<file path="src/rtl/vc_pkg.sv">
package vc_pkg;

   // action chosen for one cycle of inputs
   typedef enum logic [2:0] {
      VC_IDLE   = 3'd0,
      VC_FILL   = 3'd1,
      VC_SWAP   = 3'd2,
      VC_DROP   = 3'd3,
      VC_BYPASS = 3'd4
   } vc_act_e;

   function automatic int unsigned idx_w(input int unsigned n);
      return (n < 2) ? 1 : $clog2(n);
   endfunction

endpackage

</file>
<file path="src/rtl/vc_match.sv">
module vc_match #(
   parameter int unsigned N  = 4,
   parameter int unsigned AW = 8
) (
   input  logic                  en,
   input  logic [N-1:0]          vld,
   input  logic [N-1:0][AW-1:0]  tag,
   input  logic [AW-1:0]         key,
   output logic                  hit,
   output logic [vc_pkg::idx_w(N)-1:0] hit_idx
);
   localparam int unsigned IW = vc_pkg::idx_w(N);

   logic [N-1:0] hit_vec;

   for (genvar g = 0; g < N; g++) begin : g_cmp
      assign hit_vec[g] = en & vld[g] & (tag[g] == key);
   end

   assign hit = |hit_vec;

   always_comb begin
      hit_idx = '0;
      for (int i = N - 1; i >= 0; i--) begin
         if (hit_vec[i]) hit_idx = IW'(i);
      end
   end

endmodule

</file>
<file path="src/rtl/vc_alloc.sv">
module vc_alloc #(
   parameter int unsigned N             = 4,
   parameter bit          FILL_FROM_LOW = 1'b1
) (
   input  logic                        clk,
   input  logic                        rst_n,
   input  logic [N-1:0]                vld,
   input  logic                        advance,
   output logic                        full,
   output logic [vc_pkg::idx_w(N)-1:0] slot
);
   localparam int unsigned IW = vc_pkg::idx_w(N);

   logic [IW-1:0] free_idx;
   logic [IW-1:0] rr_q;

   if (FILL_FROM_LOW) begin : g_low
      always_comb begin
         free_idx = '0;
         for (int i = N - 1; i >= 0; i--) begin
            if (!vld[i]) free_idx = IW'(i);
         end
      end
   end else begin : g_high
      always_comb begin
         free_idx = '0;
         for (int i = 0; i < N; i++) begin
            if (!vld[i]) free_idx = IW'(i);
         end
      end
   end

   assign full = &vld;
   assign slot = full ? rr_q : free_idx;

   always_ff @(posedge clk or negedge rst_n) begin
      if (!rst_n) begin
         rr_q <= '0;
      end else if (advance) begin
         if (rr_q == IW'(N - 1)) rr_q <= '0;
         else                    rr_q <= rr_q + 1'b1;
      end
   end

endmodule

</file>
<file path="src/rtl/vc_store.sv">
module vc_store #(
   parameter int unsigned N  = 4,
   parameter int unsigned AW = 8,
   parameter int unsigned DW = 16
) (
   input  logic                        clk,
   input  logic                        rst_n,
   input  logic                        wr_en,
   input  logic [vc_pkg::idx_w(N)-1:0] wr_idx,
   input  logic [AW-1:0]               wr_addr,
   input  logic [DW-1:0]               wr_data,
   input  logic                        wr_dirty,
   input  logic                        clr_en,
   input  logic [vc_pkg::idx_w(N)-1:0] clr_idx,
   output logic [N-1:0]                vld,
   output logic [N-1:0][AW-1:0]        addr,
   output logic [N-1:0][DW-1:0]        data,
   output logic [N-1:0]                dirty
);
   localparam int unsigned IW = vc_pkg::idx_w(N);

   for (genvar g = 0; g < N; g++) begin : g_slot
      logic          v_q;
      logic [AW-1:0] a_q;
      logic [DW-1:0] d_q;
      logic          m_q;
      logic          sel_wr;
      logic          sel_clr;

      assign sel_wr  = wr_en  && (wr_idx  == IW'(g));
      assign sel_clr = clr_en && (clr_idx == IW'(g));

      always_ff @(posedge clk or negedge rst_n) begin
         if (!rst_n) begin
            v_q <= 1'b0;
            a_q <= '0;
            d_q <= '0;
            m_q <= 1'b0;
         end else if (sel_wr) begin
            v_q <= 1'b1;
            a_q <= wr_addr;
            d_q <= wr_data;
            m_q <= wr_dirty;
         end else if (sel_clr) begin
            v_q <= 1'b0;
            m_q <= 1'b0;
         end
      end

      assign vld[g]   = v_q;
      assign addr[g]  = a_q;
      assign data[g]  = d_q;
      assign dirty[g] = m_q;
   end

endmodule

</file>
<file path="src/rtl/victim_cache.sv">
module victim_cache #(
   parameter int unsigned ENTRIES       = 4,
   parameter int unsigned LINE_ADDR_W   = 26,
   parameter int unsigned LINE_DATA_W   = 128,
   parameter bit          FILL_FROM_LOW = 1'b1
) (
   input  logic                   clk,
   input  logic                   rst_n,
   input  logic                   evict_valid,
   input  logic [LINE_ADDR_W-1:0] evict_addr,
   input  logic [LINE_DATA_W-1:0] evict_data,
   input  logic                   evict_dirty,
   input  logic                   probe_valid,
   input  logic [LINE_ADDR_W-1:0] probe_addr,
   output logic                   resp_valid,
   output logic                   resp_hit,
   output logic [LINE_DATA_W-1:0] resp_data,
   output logic                   resp_dirty,
   output logic                   wb_valid,
   output logic [LINE_ADDR_W-1:0] wb_addr,
   output logic [LINE_DATA_W-1:0] wb_data
);
   import vc_pkg::*;

   localparam int unsigned IW = idx_w(ENTRIES);

   if (ENTRIES != 4 && ENTRIES != 8) begin : g_bad_entries
      $error("victim_cache: ENTRIES must be 4 or 8");
   end
   if (LINE_ADDR_W < 1 || LINE_DATA_W < 1) begin : g_bad_width
      $error("victim_cache: line widths must be positive");
   end

   logic [ENTRIES-1:0]                  st_vld;
   logic [ENTRIES-1:0][LINE_ADDR_W-1:0] st_addr;
   logic [ENTRIES-1:0][LINE_DATA_W-1:0] st_data;
   logic [ENTRIES-1:0]                  st_dirty;

   logic          hit;
   logic [IW-1:0] hit_idx;
   logic          full;
   logic [IW-1:0] slot;
   logic          bypass;
   vc_act_e       act;
   logic          wr_en;
   logic [IW-1:0] wr_idx;
   logic          clr_en;
   logic          advance;
   logic          push;

   vc_match #(.N(ENTRIES), .AW(LINE_ADDR_W)) u_match (
      .en      (probe_valid),
      .vld     (st_vld),
      .tag     (st_addr),
      .key     (probe_addr),
      .hit     (hit),
      .hit_idx (hit_idx)
   );

   vc_alloc #(.N(ENTRIES), .FILL_FROM_LOW(FILL_FROM_LOW)) u_alloc (
      .clk     (clk),
      .rst_n   (rst_n),
      .vld     (st_vld),
      .advance (advance),
      .full    (full),
      .slot    (slot)
   );

   // same-address probe and eviction: the line goes straight back
   assign bypass = probe_valid & evict_valid & (evict_addr == probe_addr);

   always_comb begin
      if (bypass)           act = VC_BYPASS;
      else if (hit)         act = evict_valid ? VC_SWAP : VC_DROP;
      else if (evict_valid) act = VC_FILL;
      else                  act = VC_IDLE;
   end

   assign wr_en   = (act == VC_SWAP) || (act == VC_FILL);
   assign wr_idx  = (act == VC_SWAP) ? hit_idx : slot;
   assign clr_en  = (act == VC_DROP);
   assign advance = (act == VC_FILL) && full;
   assign push    = advance && st_dirty[slot];

   vc_store #(.N(ENTRIES), .AW(LINE_ADDR_W), .DW(LINE_DATA_W)) u_store (
      .clk      (clk),
      .rst_n    (rst_n),
      .wr_en    (wr_en),
      .wr_idx   (wr_idx),
      .wr_addr  (evict_addr),
      .wr_data  (evict_data),
      .wr_dirty (evict_dirty),
      .clr_en   (clr_en),
      .clr_idx  (hit_idx),
      .vld      (st_vld),
      .addr     (st_addr),
      .data     (st_data),
      .dirty    (st_dirty)
   );

   always_ff @(posedge clk or negedge rst_n) begin
      if (!rst_n) begin
         resp_valid <= 1'b0;
         resp_hit   <= 1'b0;
         resp_data  <= '0;
         resp_dirty <= 1'b0;
      end else begin
         resp_valid <= probe_valid;
         resp_hit   <= bypass | hit;
         if (bypass) begin
            resp_data  <= evict_data;
            resp_dirty <= evict_dirty;
         end else if (hit) begin
            resp_data  <= st_data[hit_idx];
            resp_dirty <= st_dirty[hit_idx];
         end else begin
            resp_data  <= '0;
            resp_dirty <= 1'b0;
         end
      end
   end

   always_ff @(posedge clk or negedge rst_n) begin
      if (!rst_n) begin
         wb_valid <= 1'b0;
         wb_addr  <= '0;
         wb_data  <= '0;
      end else begin
         wb_valid <= push;
         if (push) begin
            wb_addr <= st_addr[slot];
            wb_data <= st_data[slot];
         end
      end
   end

endmodule

</file>
<file path="config.mk">
export PLATFORM = sky130hd
export DESIGN_NAME = victim_cache
export DESIGN_NICKNAME = d
export VERILOG_FILES = /design/src/rtl/vc_pkg.sv /design/src/rtl/vc_match.sv /design/src/rtl/vc_alloc.sv /design/src/rtl/vc_store.sv /design/src/rtl/victim_cache.sv
export SDC_FILE = /design/constraint.sdc
export NUM_CORES = 2
export LEC_CHECK = 0
export BUFFER_PORTS_ARGS = -buffer_cell sky130_fd_sc_hd__buf_2
export CAP_MARGIN = 20
export CORE_MARGIN = 10
export CORE_UTILIZATION = 56
export CTS_CLUSTER_DIAMETER = 200
export DETAILED_ROUTE_END_ITERATION = 16
export GPL_TIMING_DRIVEN = 0
export PLACE_DENSITY = 0.77
export SYNTH_ARGS = -nofsm -noshare
export SYNTH_HDL_FRONTEND = slang
export SYNTH_SLANG_ARGS = --single-unit
export TNS_END_PERCENT = 50
</file>
<file path="constraint.sdc">
create_clock -name clk -period 3.45 [get_ports clk]
set_input_delay 0.5175 -clock clk [delete_from_list [all_inputs] [get_ports clk]]
set_output_delay 0.5175 -clock clk [all_outputs]
set_load 0.01 [all_outputs]
</file>
==> flow_summary.json <==
{
  "status": "finished clean",
  "drv_slew": 0,
  "drt-wirelength-per-cell_um": 27.1,
  "use_met3_pct": 7.19,
  "arrival_ps": 3900,
  "synth-seq-cells": 912,
  "ant_nets": 0,
  "synth_top_area_share_pct": 54.1,
  "fp.dieArea_um2": 86700,
  "async_flop_share_pct": 100,
  "whs_path_depth": 1,
  "drive_gt1_share_pct": 38.3,
  "fin_crit_ps": 3420,
  "grt-ovfl-total": 0,
  "synth_ff_type": "dfrtp_1",
  "total_power_mw": 47.0,
  "worstSkewPairLatency_ps": 650,
  "syn_area_per_cell_um2": 14.1,
  "final_area_um2": 49600,
  "ys_warn_count": 0,
  "power_density_nw_per_um2": 948,
  "grtUsageMet2_pct": 45.8,
  "internal_power_mw": 31.4,
  "worstHoldPathType": "input pin to flop",
  "end_kind": "flop",
  "grt_pass1_vias": 30400,
  "drt_wl_total_mm": 125,
  "cp_max_fo": 10,
  "io_buffers": 444,
  "finalHoldViolCount": 0,
  "crit_family": "simple AND/OR/NAND/NOR gates",
  "swShare_pct": 33.2,
  "syn_to_final_growth_pct": 17.5,
  "max_freq_mhz": 293,
  "clockPowerShare_pct": 22.7,
  "seq_area_frac_synth_pct": 54.1,
  "synth_edf_count": 0,
  "pwr-share-comb_pct": 36.9,
  "antenna_found_initial": 35,
  "ir_drop_v": 0.000603,
  "clkSinkCount": 912,
  "worst_setup_path_start_kind": "input pin",
  "route.detailed.drc": 0,
  "cpPeakStageDelay_ps": 500,
  "setup_viol": 0,
  "rr_worst_depth": 10,
  "viasPerCell": 6.34,
  "gr-usage-met1_pct": 36.2,
  "syn_area_um2": 42200,
  "fill_cells": 5460,
  "fp-row-count": 100,
  "io_pins": 471,
  "dpl.hpwl_mm": 86.0,
  "cellLeakagePower_nw": 21.6,
  "synth_nets": 3173,
  "cp_cell_sequence": "buf_2 -> xor2_1 -> nor4_1 -> nand4_1 -> nor2_4 -> clkbuf_2 -> buf_8 -> clkbuf_1 -> a221o_1 -> a21oi_1 -> a211oi_1",
  "nNetsFinal": 3729,
  "htree_levels": 3,
  "cts_buffer_depth": 3,
  "dr.first_iter.drc_count": 2343,
  "first_pass_iters": 5,
  "grtUsageTotal_pct": 28.3,
  "cts_root_buf": "clkbuf_16",
  "postSynthCellCount": 2987,
  "yosysTopAreaCell": "dfrtp_1",
  "die_w_um": 294,
  "power_frac_seq_pct": 40.4,
  "finish.utilization_pct": 66.5,
  "crit_buf_inv": 4,
  "grt_pass1_wl_mm": 188,
  "worstMarginPinSlew_ps": 932,
  "drv_cap": 0,
  "min_period_over_period_pct": 99.0,
  "crit_cells": 11,
  "cp.required_ps": 3940,
  "start_util_pct": 56.6,
  "ys_top_cells_by_area": "dfrtp_1, mux2_2, mux2_1, mux4_2, a221o_1",
  "rsz0062_at_grt": "yes",
  "finClkSkew_ps": 21.0,
  "max_slew_margin_pct": 37.9,
  "synth_cell_types": 43,
  "gp_congestion": 0.891,
  "grt_max_degree": 120,
  "chipHeight_um": 294,
  "synth.most_common_cell": "dfrtp_1",
  "cts_tree": "done",
  "placed_area_um2": 46000,
  "via_count": 29200,
  "path_class": "input pin to flop",
  "synth_common_cells": "dfrtp_1, mux2_2, mux2_1",
  "clk_pin_slew_ps": 60,
  "coreArea_um2": 74600,
  "crit_slowest_cell": "clkbuf_1",
  "p_switching_mw": 15.6,
  "top_usage_layer": "met2",
  "cts_buffers": 96
}
worst reg2reg max path, stage by stage (launching register included):
cell and delay [ps]:
dfrtp_1 400, xnor2_1 360, nand4_1 230, nor4_1 290
and4_2 400, a21o_1 130, buf_2 300, buf_8 210
clkbuf_2 310, a21oi_1 110, a211oi_1 510
final cells by class:
cell class                 instances  area (µm²)  share of cell area [%]
clock buffer                     139        2870                    5.78
timing repair buffer             462        2620                    5.28
clock inverter                    36         407                   0.820
inverter                          11        41.3                  0.0833
sequential                       912       22800                    46.0
tap                              969        1210                    2.44
multi-input combinational       1806       18100                    36.5
antenna                           22        55.1                   0.111
buffer                           254        1470                    2.96
logic make-up after synthesis:
kind of cell | Yosys count | synth area share, %
buffers and inverters | 269 | 3.21
xor gates and xnor gates | 130 | 2.70
DFF | 912 | 54.1
AOI/OAI and AO/OA | 403 | 7.14
muxes | 933 | 29.0
and+or+nand+nor | 339 | 3.80
adders and majority gates | 1 | 0.0297
layer usage:
| metal | share of wire, % | up-vias | wire length, µm |
|---|---|---|---|
| met5 | 0.14 | - | 174 |
| met4 | 3.5 | 28 | 4320 |
| met3 | 8.8 | 256 | 11000 |
| met2 | 49 | 1285 | 60800 |
| met1 | 39 | 15300 | 48600 |
| li1 | - | 12400 | - |
worst paths after layout:
| kind | startpoint | slack [ps] | endpoint |
|---|---|---|---|
| max | probe_addr[17] | 30 | resp_data[24] |
| min | probe_valid | 100 | resp_valid |
| max reg2reg | u_store.g_slot[0].a_q[15] | 40 | resp_data[11] |
| min reg2reg | wb_data[121] | 500 | wb_data[121] |
| max in group asynchronous | rst_n | 940 | resp_data[69] |
| min in group asynchronous | rst_n | 430 | wb_addr[8] |
per-stage QoR:
stage	setup WS, ps	hold slack (ps)	instances	setup TNS, ps
after detailed placement	-1040	487	4415	-515900
after floorplan	443	222	2987	0
after global routing	-66.3	73.0	4606	-399
after CTS	-5.89	58.6	4589	-5.89
final	33.0	96.3	4611	0
after global placement	-17770	483	4400	-
power groups by stage:
stage	Combinational [mW]	Sequential, mW	Clock [mW]
after CTS	17.4	18.9	10.8
after floorplan	11.9	18.5	0
final	17.3	19.0	10.7
after detailed placement	17.2	19.0	0
after global placement	16.7	18.8	0
after global routing	18.5	19.5	11.2
flip-flops by register name, indices dropped and copies added, names as in the netlist, 2 cells and up:
signal / flops
resp_data: 128
u_store.g_slot.a_q: 104
wb_data: 128
u_store.g_slot.v_q: 4
u_store.g_slot.m_q: 4
wb_addr: 26
u_store.g_slot.d_q: 512
u_alloc.rr_q: 2
layout by cell type, fill, tap and decap left out, drive strengths merged, types with 2 or more instances in the layout:
cell / count
a211oi: 128
a21o: 2
a21oi: 132
a221o: 129
buf: 589
bufinv: 7
clkbuf: 265
clkinv: 16
clkinvlp: 10
dfrtp: 912
diode: 22
inv: 14
mux2: 775
mux2i: 3
mux4: 155
nand2: 136
nand3: 8
nand3b: 2
nand4: 14
nor2: 10
nor2b: 2
nor3: 136
nor4: 22
o21ai: 9
xnor2: 48
xor2: 82
what timing repair did:
item | in CTS | in global routing
hold buffers | 1 | 0
setup buffers | 0 | 1
setup endpoints to repair | 624 | 753
hold endpoints to repair | 78 | 0
resized for setup | 67 | 44
pin swaps | 0 | 2
(Power assumes the default switching activity.)
